<file path="src/rtl/dma_chan_pkg.sv">
package dma_chan_pkg;
   // event flag indices (also interrupt enable order)
   localparam int EV_TC   = 0;
   localparam int EV_HT   = 1;
   localparam int EV_DTE  = 2;
   localparam int EV_ULE  = 3;
   localparam int EV_USE  = 4;
   localparam int EV_SUSP = 5;
   localparam int EVT_N   = 6;

   // control word layout
   localparam int B_RUN     = 0;
   localparam int B_ABORT   = 1;
   localparam int B_PAUSE   = 2;
   localparam int B_IE_LO   = 3;
   localparam int B_STEP    = B_IE_LO + EVT_N;
   localparam int B_PORT    = B_STEP + 1;
   localparam int B_PRIO_LO = B_PORT + 1;
   localparam int PRIO_W    = 2;
   localparam int CTRL_W    = B_PRIO_LO + PRIO_W;

   typedef enum logic [PRIO_W-1:0] {
      PRIO_LOW_LOW  = 2'b00,
      PRIO_LOW_MID  = 2'b01,
      PRIO_LOW_HIGH = 2'b10,
      PRIO_HIGH     = 2'b11
   } prio_e;

   typedef struct packed {
      logic  step;
      logic  port;
      prio_e prio;
   } lockcfg_t;
endpackage

</file>
<file path="src/rtl/dma_chan_regs.sv">
module dma_chan_regs
   import dma_chan_pkg::*;
(
   input  logic              clk,
   input  logic              rst_n,
   input  logic              ctrl_wr,
   input  logic [CTRL_W-1:0] wdata,
   input  logic              hw_stop,
   input  logic              rst_fire,
   output logic              en,
   output logic              susp,
   output logic [EVT_N-1:0]  ie,
   output lockcfg_t          cfg
);
   logic plain_wr;
   assign plain_wr = ctrl_wr && !wdata[B_ABORT];

   always_ff @(posedge clk or negedge rst_n) begin
      if (!rst_n) begin
         en   <= 1'b0;
         susp <= 1'b0;
         ie   <= '0;
         cfg  <= '0;
      end else begin
         if (rst_fire || hw_stop)
            en <= 1'b0;
         else if (plain_wr && wdata[B_RUN])
            en <= 1'b1;

         if (rst_fire)
            susp <= 1'b0;
         else if (plain_wr)
            susp <= wdata[B_PAUSE];

         if (ctrl_wr)
            ie <= wdata[B_IE_LO +: EVT_N];

         if (ctrl_wr && !en) begin
            cfg.step <= wdata[B_STEP];
            cfg.port <= wdata[B_PORT];
            cfg.prio <= prio_e'(wdata[B_PRIO_LO +: PRIO_W]);
         end
      end
   end

   // frozen fields never move while running
   p_lock_while_run_r8: assert property (@(posedge clk) disable iff (!rst_n)
      en |=> $stable(cfg));

   // an abort write alone does not touch the run state
   p_abort_keeps_run_r5: assert property (@(posedge clk) disable iff (!rst_n)
      (ctrl_wr && wdata[B_ABORT] && !rst_fire && !hw_stop) |=> (en == $past(en)));
endmodule

</file>
<file path="src/rtl/dma_chan_seq.sv">
module dma_chan_seq
   import dma_chan_pkg::*;
#(
   parameter int LINK_W = 16,
   parameter int UPD_N  = 8
) (
   input  logic              clk,
   input  logic              rst_n,
   input  logic              en,
   input  logic              susp,
   input  logic              step,
   input  logic              abort_wr,
   input  logic              dp_idle,
   input  logic              blk_end,
   input  logic              blk_cnt_zero,
   input  logic [LINK_W-1:0] link_lo,
   input  logic [UPD_N-1:0]  upd_flags,
   input  logic              link_upd_done,
   input  logic              err_bus,
   input  logic              err_cfg,
   output logic              complete,
   output logic              hw_stop,
   output logic              rst_fire,
   output logic              susp_evt,
   output logic              chan_clr,
   output logic              done_o
);
   logic pend;
   logic blk_seen;
   logic susp_told;
   logic list_end;

   assign list_end = blk_end && blk_cnt_zero && (link_lo == '0) && (upd_flags == '0);
   assign complete = en && (step ? (link_upd_done && blk_seen) : list_end);
   assign hw_stop  = complete || (en && (err_bus || err_cfg));
   assign rst_fire = pend && dp_idle && (!en || susp);
   assign susp_evt = en && susp && dp_idle && !susp_told;

   always_ff @(posedge clk or negedge rst_n) begin
      if (!rst_n) begin
         pend      <= 1'b0;
         blk_seen  <= 1'b0;
         susp_told <= 1'b0;
         chan_clr  <= 1'b0;
         done_o    <= 1'b0;
      end else begin
         if (abort_wr)
            pend <= 1'b1;
         else if (rst_fire)
            pend <= 1'b0;

         if (!en || rst_fire || complete)
            blk_seen <= 1'b0;
         else if (step && blk_end)
            blk_seen <= 1'b1;

         if (!susp)
            susp_told <= 1'b0;
         else if (susp_evt)
            susp_told <= 1'b1;

         chan_clr <= rst_fire;
         done_o   <= complete;
      end
   end

   // the request waits until quiescent
   p_pend_holds_r6: assert property (@(posedge clk) disable iff (!rst_n)
      (pend && !rst_fire) |=> pend);

   // the clear pulse comes with run and pause dropped
   p_clr_stops_r6: assert property (@(posedge clk) disable iff (!rst_n)
      chan_clr |-> (!en && !susp));

   // completion leaves the channel stopped
   p_done_stops_r3: assert property (@(posedge clk) disable iff (!rst_n)
      done_o |-> !en);

   // errors stop a running channel
   p_err_stops_r2: assert property (@(posedge clk) disable iff (!rst_n)
      (en && (err_bus || err_cfg)) |=> !en);

   // pause-idle event is a single pulse
   p_susp_once_r10: assert property (@(posedge clk) disable iff (!rst_n)
      susp_evt |=> !susp_evt);
endmodule

</file>
<file path="src/rtl/dma_chan_irq.sv">
module dma_chan_irq
   import dma_chan_pkg::*;
#(
   parameter bit IRQ_REG = 1'b1
) (
   input  logic             clk,
   input  logic             rst_n,
   input  logic [EVT_N-1:0] evt,
   input  logic             clr_wr,
   input  logic [EVT_N-1:0] clr_mask,
   input  logic [EVT_N-1:0] ie,
   output logic [EVT_N-1:0] flags,
   output logic             irq
);
   logic [EVT_N-1:0] clr_eff;
   logic             irq_c;

   assign clr_eff = clr_wr ? clr_mask : '0;
   assign irq_c   = |(flags & ie);

   always_ff @(posedge clk or negedge rst_n) begin
      if (!rst_n) flags <= '0;
      else        flags <= (flags & ~clr_eff) | evt;
   end

   generate
      if (IRQ_REG) begin : g_irq_reg
         logic irq_q;
         always_ff @(posedge clk or negedge rst_n) begin
            if (!rst_n) irq_q <= 1'b0;
            else        irq_q <= irq_c;
         end
         assign irq = irq_q;
      end else begin : g_irq_comb
         assign irq = irq_c;
      end
   endgenerate

   // a flag holds unless its clear bit is written
   for (genvar k = 0; k < EVT_N; k++) begin : g_sticky
      p_flag_sticky_r9: assert property (@(posedge clk) disable iff (!rst_n)
         (flags[k] && !clr_eff[k]) |=> flags[k]);
   end
endmodule

</file>
<file path="src/rtl/dma_chan_ctrl.sv">
module dma_chan_ctrl
   import dma_chan_pkg::*;
#(
   parameter int DATA_W    = 32,
   parameter int ADDR_W    = 4,
   parameter int CTRL_ADDR = 0,
   parameter int FLAG_ADDR = 1,
   parameter int LINK_W    = 16,
   parameter int UPD_N     = 8,
   parameter bit IRQ_REG   = 1'b1
) (
   input  logic              clk,
   input  logic              rst_n,
   input  logic              wr_en,
   input  logic [ADDR_W-1:0] wr_addr,
   input  logic [DATA_W-1:0] wr_data,
   input  logic [ADDR_W-1:0] rd_addr,
   output logic [DATA_W-1:0] rd_data,
   input  logic              dp_idle,
   input  logic              blk_end,
   input  logic              blk_cnt_zero,
   input  logic [LINK_W-1:0] link_addr_lo,
   input  logic [UPD_N-1:0]  link_upd_flags,
   input  logic              link_upd_done,
   input  logic              err_bus,
   input  logic              err_cfg,
   input  logic              link_err,
   input  logic              half_evt,
   output logic              chan_en,
   output logic              susp_req,
   output logic              step_mode,
   output logic              link_port,
   output logic [1:0]        prio,
   output logic              chan_clr,
   output logic              done,
   output logic              irq
);
   localparam logic [ADDR_W-1:0] A_CTRL = ADDR_W'(CTRL_ADDR);
   localparam logic [ADDR_W-1:0] A_FLAG = ADDR_W'(FLAG_ADDR);

   initial begin
      assert (DATA_W >= CTRL_W) else $fatal(1, "DATA_W too narrow for the control word");
      assert (CTRL_ADDR != FLAG_ADDR) else $fatal(1, "register addresses collide");
      assert (CTRL_ADDR < (1 << ADDR_W) && FLAG_ADDR < (1 << ADDR_W)) else $fatal(1, "address out of range");
      assert (LINK_W > 0 && UPD_N > 0) else $fatal(1, "link widths must be positive");
   end

   logic             ctrl_wr, flag_wr, abort_wr;
   logic             en, susp;
   logic [EVT_N-1:0] ie, flags, evt;
   lockcfg_t         cfg;
   logic             complete, hw_stop, rst_fire, susp_evt;

   assign ctrl_wr  = wr_en && (wr_addr == A_CTRL);
   assign flag_wr  = wr_en && (wr_addr == A_FLAG);
   assign abort_wr = ctrl_wr && wr_data[B_ABORT];

   generate
      if (DATA_W > CTRL_W) begin : g_unused
         logic unused_hi;
         assign unused_hi = ^wr_data[DATA_W-1:CTRL_W];
      end
   endgenerate

   dma_chan_regs u_regs (
      .clk      (clk),
      .rst_n    (rst_n),
      .ctrl_wr  (ctrl_wr),
      .wdata    (wr_data[CTRL_W-1:0]),
      .hw_stop  (hw_stop),
      .rst_fire (rst_fire),
      .en       (en),
      .susp     (susp),
      .ie       (ie),
      .cfg      (cfg)
   );

   dma_chan_seq #(.LINK_W(LINK_W), .UPD_N(UPD_N)) u_seq (
      .clk           (clk),
      .rst_n         (rst_n),
      .en            (en),
      .susp          (susp),
      .step          (cfg.step),
      .abort_wr      (abort_wr),
      .dp_idle       (dp_idle),
      .blk_end       (blk_end),
      .blk_cnt_zero  (blk_cnt_zero),
      .link_lo       (link_addr_lo),
      .upd_flags     (link_upd_flags),
      .link_upd_done (link_upd_done),
      .err_bus       (err_bus),
      .err_cfg       (err_cfg),
      .complete      (complete),
      .hw_stop       (hw_stop),
      .rst_fire      (rst_fire),
      .susp_evt      (susp_evt),
      .chan_clr      (chan_clr),
      .done_o        (done)
   );

   always_comb begin
      evt          = '0;
      evt[EV_TC]   = complete;
      evt[EV_HT]   = en && half_evt;
      evt[EV_DTE]  = en && err_bus;
      evt[EV_ULE]  = en && link_err;
      evt[EV_USE]  = en && err_cfg;
      evt[EV_SUSP] = susp_evt;
   end

   dma_chan_irq #(.IRQ_REG(IRQ_REG)) u_irq (
      .clk      (clk),
      .rst_n    (rst_n),
      .evt      (evt),
      .clr_wr   (flag_wr),
      .clr_mask (wr_data[EVT_N-1:0]),
      .ie       (ie),
      .flags    (flags),
      .irq      (irq)
   );

   always_comb begin
      rd_data = '0;
      if (rd_addr == A_CTRL) begin
         rd_data[B_RUN]                = en;
         rd_data[B_PAUSE]              = susp;
         rd_data[B_IE_LO +: EVT_N]     = ie;
         rd_data[B_STEP]               = cfg.step;
         rd_data[B_PORT]               = cfg.port;
         rd_data[B_PRIO_LO +: PRIO_W]  = cfg.prio;
      end else if (rd_addr == A_FLAG) begin
         rd_data[EVT_N-1:0] = flags;
      end
   end

   assign chan_en   = en;
   assign susp_req  = susp;
   assign step_mode = cfg.step;
   assign link_port = cfg.port;
   assign prio      = cfg.prio;
endmodule

</file>
<file path="config.mk">
export PLATFORM = sky130hd
export DESIGN_NAME = dma_chan_ctrl
export DESIGN_NICKNAME = d
export VERILOG_FILES = /design/src/rtl/dma_chan_pkg.sv /design/src/rtl/dma_chan_regs.sv /design/src/rtl/dma_chan_seq.sv /design/src/rtl/dma_chan_irq.sv /design/src/rtl/dma_chan_ctrl.sv
export SDC_FILE = /design/constraint.sdc
export NUM_CORES = 1
export LEC_CHECK = 0
export BUFFER_PORTS_ARGS = -buffer_cell sky130_fd_sc_hd__buf_2
export CAP_MARGIN = 20
export CORE_ASPECT_RATIO = 0.8
export CORE_MARGIN = 1
export CORE_UTILIZATION = 35
export CTS_CLUSTER_DIAMETER = 50
export CTS_CLUSTER_SIZE = 8
export DETAILED_ROUTE_END_ITERATION = 8
export HOLD_SLACK_MARGIN = 0.03
export PLACE_DENSITY = 0.82
export REMOVE_ABC_BUFFERS = 1
export SLEW_MARGIN = 15
export SYNTH_ARGS = -nofsm -noshare
export SYNTH_HDL_FRONTEND = slang
export SYNTH_SLANG_ARGS = --single-unit
</file>
<file path="constraint.sdc">
create_clock -name clk -period 3 [get_ports clk]
set_input_delay 0.6 -clock clk [delete_from_list [all_inputs] [get_ports clk]]
set_output_delay 0.6 -clock clk [all_outputs]
set_load 0.02 [all_outputs]
</file>
==> results.toml, run 1 <==
[outcome]
run_status = "finished with violations"
violations = "DRC"

[power_and_ir_drop]
power_density_nw_per_um2 = 504
peakVddDrop_v = 0.000341
leakage_nw = 0.947

[critical_path]
slowest_stage = "or3_1"
path_class = "primary input to output port"
cp_slowest_stage_delay_ps = 390
critical_path.cell_chain = "buf_2, or3_1, nor2_1, and2_1, buf_2"
cp.arrival_ps = 1820
cp.required_ps = 2400
crit_path_start_kind = "primary input"
crit_top_cell = "buf_2"
crit_fanout = 7
end_kind = "output port"

[global_route]
grt_max_degree = 25
grt_pass1_wl_um = 4930
grt_pass1_vias = 1072
track_usage_pct = 15.7
antenna_found_initial = 0
grt-ovfl-total = 0

[floorplanning]
die_h_um = 57.5
start_util_pct = 38.0
num_rows = 19
ioPinCount = 116
die-area_um2 = 4100
core_um2 = 3540
die_w_um = 71.4

[yosys]
synth_commonest_cells = "24 x dfrtp_1, 19 x buf_4, 11 x nor2_1"
synth_ff_type = "dfrtp_1"
ys_types = 31
yosysWarnings = 0
syn_inst = 130
ys_ff_latch = 24
synth-seq-area-share_pct = 44.6
netlist_area_um2 = 1350
yosysMostFrequentCell = "dfrtp_1"
synth_edf_count = 0
synth_async_sr_flop_share_pct = 100
yosysTopAreaCellShare_pct = 44.6
synthTopCellsByArea = "dfrtp_1 45%, buf_4 11%, mux2_2 8.4%"
syn_avg_cell_area_um2 = 10.4
synth_area_leader_cell = "dfrtp_1"

[timing]
clock.fmax_ghz = 0.414
finalCritPeriodShare_pct = 80.5
slew_violations = 0
finalSetupViolCount = 0
hold_viol = 0
maxSlewHeadroom_pct = 65.0
rsz0062_at_grt = "false"
worst_slew_pin_slew_ps = 524
final.setup.tns_ps = 0
fin_crit_ps = 2420
final.setup_skew_ps = 6.30

[cells_and_area]
area_growth_syn_to_layout_pct = 31.8
drive_gt1_share_pct = 47.1
final_net_count = 284
diodes = 0
utilization_pct = 50.2

[route]
drt-total-wl_um = 3090
vias_per_cell = 4.67
wl_per_cell_um = 12.4
drtIter0Drc = 46
drcViolationCount = 3
dr.pass1.iters = 6
detail-route-antenna-nets = 0
vias = 1168

[run]
cap_violations = 0

[clock_network]
cts-htree-levels = 1
cts_resized = 0
postCtsSetupBuffers = 0
ctsHoldBuffers = 0
clk_latency_ps = 260
path_clk_slew_ps = 90
clock-sinks = 24
cts_inserted_buffers = 3
cts_root_buf = "clkbuf_8"
cts_tree = "done"
cts.path.max_buffers = 2

[placement]
hpwl_um = 2560
io_buffers = 77
gp_congestion = 0.811

[min_path]
worstHoldPathType = "primary input to async pin"
-- cell families (layout without fill, tap and decap cells) --
logic type | count (synthesis) | count (layout) | synth area share, %
flip-flops | 24 | 24 | 44.6
AND/OR/NAND/NOR | 49 | 49 | 21.8
multiplexers | 16 | 16 | 12.8
other | 1 | 19 | 0.278
buffers and inverters | 26 | 86 | 12.6
AO/OA/AOI/OAI | 14 | 14 | 7.89
-- critical path, delay by kind of cell --
family                 cells  cell delay (ps)
AND/OR/NAND/NOR            3              960
buffers and inverters      2              250
-- through the flow --
step / std cells / area [um^2] / setup WS, ps / hold WS [ps] / power, mW
6_report: 250 / 1780 / 585 / 299 / 0.896
5_1_grt: 250 / 1780 / 454 / 341 / 0.937
4_1_cts: 250 / 1780 / 516 / 314 / 0.902
3_5_place_dp: 246 / 1710 / 525 / 512 / 0.625
3_3_place_gp: 246 / 1710 / 518 / 487 / 0.619
2_1_floorplan: 126 / 1260 / 873 / 304 / 0.533
-- state kept, by name, indices dropped and copies added, names as in the netlist --
register,flops
u_irq.flags,6
u_irq.irq,1
u_regs.cfg,4
u_regs.en,1
u_regs.ie,6
u_regs.susp,1
u_seq.blk_seen,1
u_seq.chan_clr,1
u_seq.done_o,1
u_seq.pend,1
u_seq.susp_told,1
-- placed cells by master, fill, tap and decap left out, types with 2 or more instances in the layout --
cell and count:
nor2b_1 2, nor2_4 2, conb_1 19, inv_1 4
mux2i_1 6, nor2_1 11, nor4_1 5, a22o_1 5
nand3_1 2, a21oi_1 2, nor3_1 3, nand2_1 8
dfrtp_1 24, a22oi_1 3, clkbuf_8 3, and2_1 7
mux2_2 10, buf_2 77, nor4b_1 2
-- area by class of cell --
class	count	area, um^2
fillers	336	1770
multi-input cells	98	644
flip-flops and latches	24	601
repair buffers	78	393
well taps	42	52.6
clock buffers	3	41.3
clock inverters	1	30.0
inverters	4	15.0
-- routing by layer --
layer | wire length, um | track usage (%)
met5 | 0 | 0
met4 | 16 | 3.43
met3 | 225 | 4.24
met2 | 1450 | 25.7
met1 | 1400 | 21.1
-- path summary, 6_finish.rpt --
path / slack (ps) / depth (start not counted) / to / startpoint
max in group asynchronous: 2340 / 1 / u_irq.flags[2] / rst_n
setup / recovery: 580 / 5 / rd_data[6] / rd_addr[1]
min in group clk: 530 / 1 / u_regs.cfg[0] / u_regs.cfg[0]
hold reg to reg: 530 / 1 / u_regs.cfg[0] / u_regs.cfg[0]
hold / removal: 300 / 1 / u_irq.irq / rst_n
setup reg to reg: 1460 / 4 / u_seq.blk_seen / u_regs.en
-- power by group --
part	internal, mW	switching, mW	leakage, nW
Sequential	0.374	0.0396	0.312
Clock	0.178	0.100	0.0357
Combinational	0.0936	0.110	0.599
Total	0.646	0.250	0.947
(Power assumes the default switching activity.)
==> inputs of run 2 (changes only) <==
- clock period: 3 -> 2.29 ns (I/O delays scaled with it)
==> results.toml, run 2 (synthesis results as in run 1) <==
[cells_and_area]
diodes = 0
drive_gt1_share_pct = 47.4
final_net_count = 285
reg_top3 = "u_irq.flags x6, u_regs.ie x6, u_regs.cfg x4"
final_cell_mix = "77 x buf_2, 24 x dfrtp_1, 19 x conb_1"
area_growth_syn_to_layout_pct = 32.4
layout_commonest_cell = "buf_2"

[floorplanning]
die-area_um2 = 4100
die_h_um = 57.5
core_um2 = 3540
die_w_um = 71.4
start_util_pct = 38.0
num_rows = 19
ioPinCount = 116

[timing]
maxSlewHeadroom_pct = 64.9
finalCritPeriodShare_pct = 85.5
finalSetupViolCount = 0
clock.fmax_ghz = 0.511
worst_slack_ps = 333
final.setup_skew_ps = 6.22
worst_slew_pin_slew_ps = 526
slew_violations = 0
holdWs_ps = 155
rsz0062_at_grt = "false"
final.setup.tns_ps = 0
hold_viol = 0
fin_crit_ps = 1960

[clock_network]
cts_root_buf = "clkbuf_8"
postCtsSetupBuffers = 0
cts.path.max_buffers = 2
cts-htree-levels = 1
ctsHoldBuffers = 0
clock-sinks = 24
path_clk_slew_ps = 90
cts_inserted_buffers = 3
cts_tree = "done"
clk_latency_ps = 270
cts_resized = 0

[power_and_ir_drop]
power_density_nw_per_um2 = 660
peakVddDrop_v = 0.000353
leakage_nw = 0.952

[critical_path]
rrSetupSlack_ps = 690
crit_top_cell = "buf_2"
critical_path.cell_chain = "buf_2, or3_1, nor2_1, buf_4, and2_1, buf_2"
end_kind = "output port"
path_class = "primary input to output port"
cp_slowest_stage_delay_ps = 390
cp.required_ps = 1830
slowest_stage = "or3_1"
cp.arrival_ps = 1500
crit_path_start_kind = "primary input"
crit_fanout = 7

[route]
wl_per_cell_um = 12.5
detail-route-antenna-nets = 0
drcViolationCount = 3
vias_per_cell = 4.61
dr.pass1.iters = 6
drt-total-wl_um = 3140
drtIter0Drc = 64
vias = 1157

[global_route]
grt_max_degree = 25
track_usage_pct = 15.9
antenna_found_initial = 0
grt-ovfl-total = 0
grt_pass1_vias = 1103
grt_pass1_wl_um = 5020

[outcome]
run_status = "finished with violations"
violations = "DRC"

[run]
cap_violations = 0

[placement]
hpwl_um = 2550
io_buffers = 77
pre_cts_slack_ps = 330
gp_congestion = 0.817

[min_path]
worstHoldPathType = "primary input to async pin"
[run 2: critical path: cells and delay by family]
family | cells | cell delay, ps
buffers and inverters | 3 | 400
AND/OR/NAND/NOR | 3 | 640
[run 2: through the flow]
step / power, mW / instances / area (um^2) / util [%]
detailed placement: 0.819 / 247 / 1710 / 48.4
global placement: 0.811 / 247 / 1710 / 48.4
CTS: 1.18 / 251 / 1780 / 50.4
floorplan: 0.698 / 126 / 1260 / -
finish: 1.18 / 251 / 1780 / 50.4
global route: 1.23 / 251 / 1780 / 50.4
[run 2: path summary, 6_finish.rpt]
check                      startpoint               to  cells past startpoint
setup reg to reg            u_regs.en   u_seq.blk_seen                      4
hold reg to reg            u_seq.pend       u_seq.pend                      1
setup / recovery           rd_addr[1]       rd_data[6]                      6
max in group asynchronous       rst_n  u_seq.susp_told                      1
min in group clk             half_evt   u_irq.flags[1]                      2
hold / removal                  rst_n        u_irq.irq                      1
[run 2: report_power, final]
| group | internal, mW | switching (mW) |
|---|---|---|
| combinational | 0.123 | 0.145 |
| sequential | 0.490 | 0.0525 |
| clock | 0.234 | 0.133 |
| total | 0.847 | 0.330 |
[run 2: layout make-up]
class | instances | area [um^2]
sequential | 24 | 601
clock buffer | 3 | 41.3
clock inverter | 1 | 30.0
fill | 352 | 1760
tap | 42 | 52.6
timing repair buffer | 79 | 400
multi-input combinational | 98 | 644
inverter | 4 | 15.0
[run 2: layer usage]
metal	vias to the layer above	share of wire [%]	global-route usage (%)
li1	580	-	-
met1	535	46	21.9
met2	42	48	26.5
met3	0	6.2	3.89
met4	0	0	1.71
met5	-	0	0
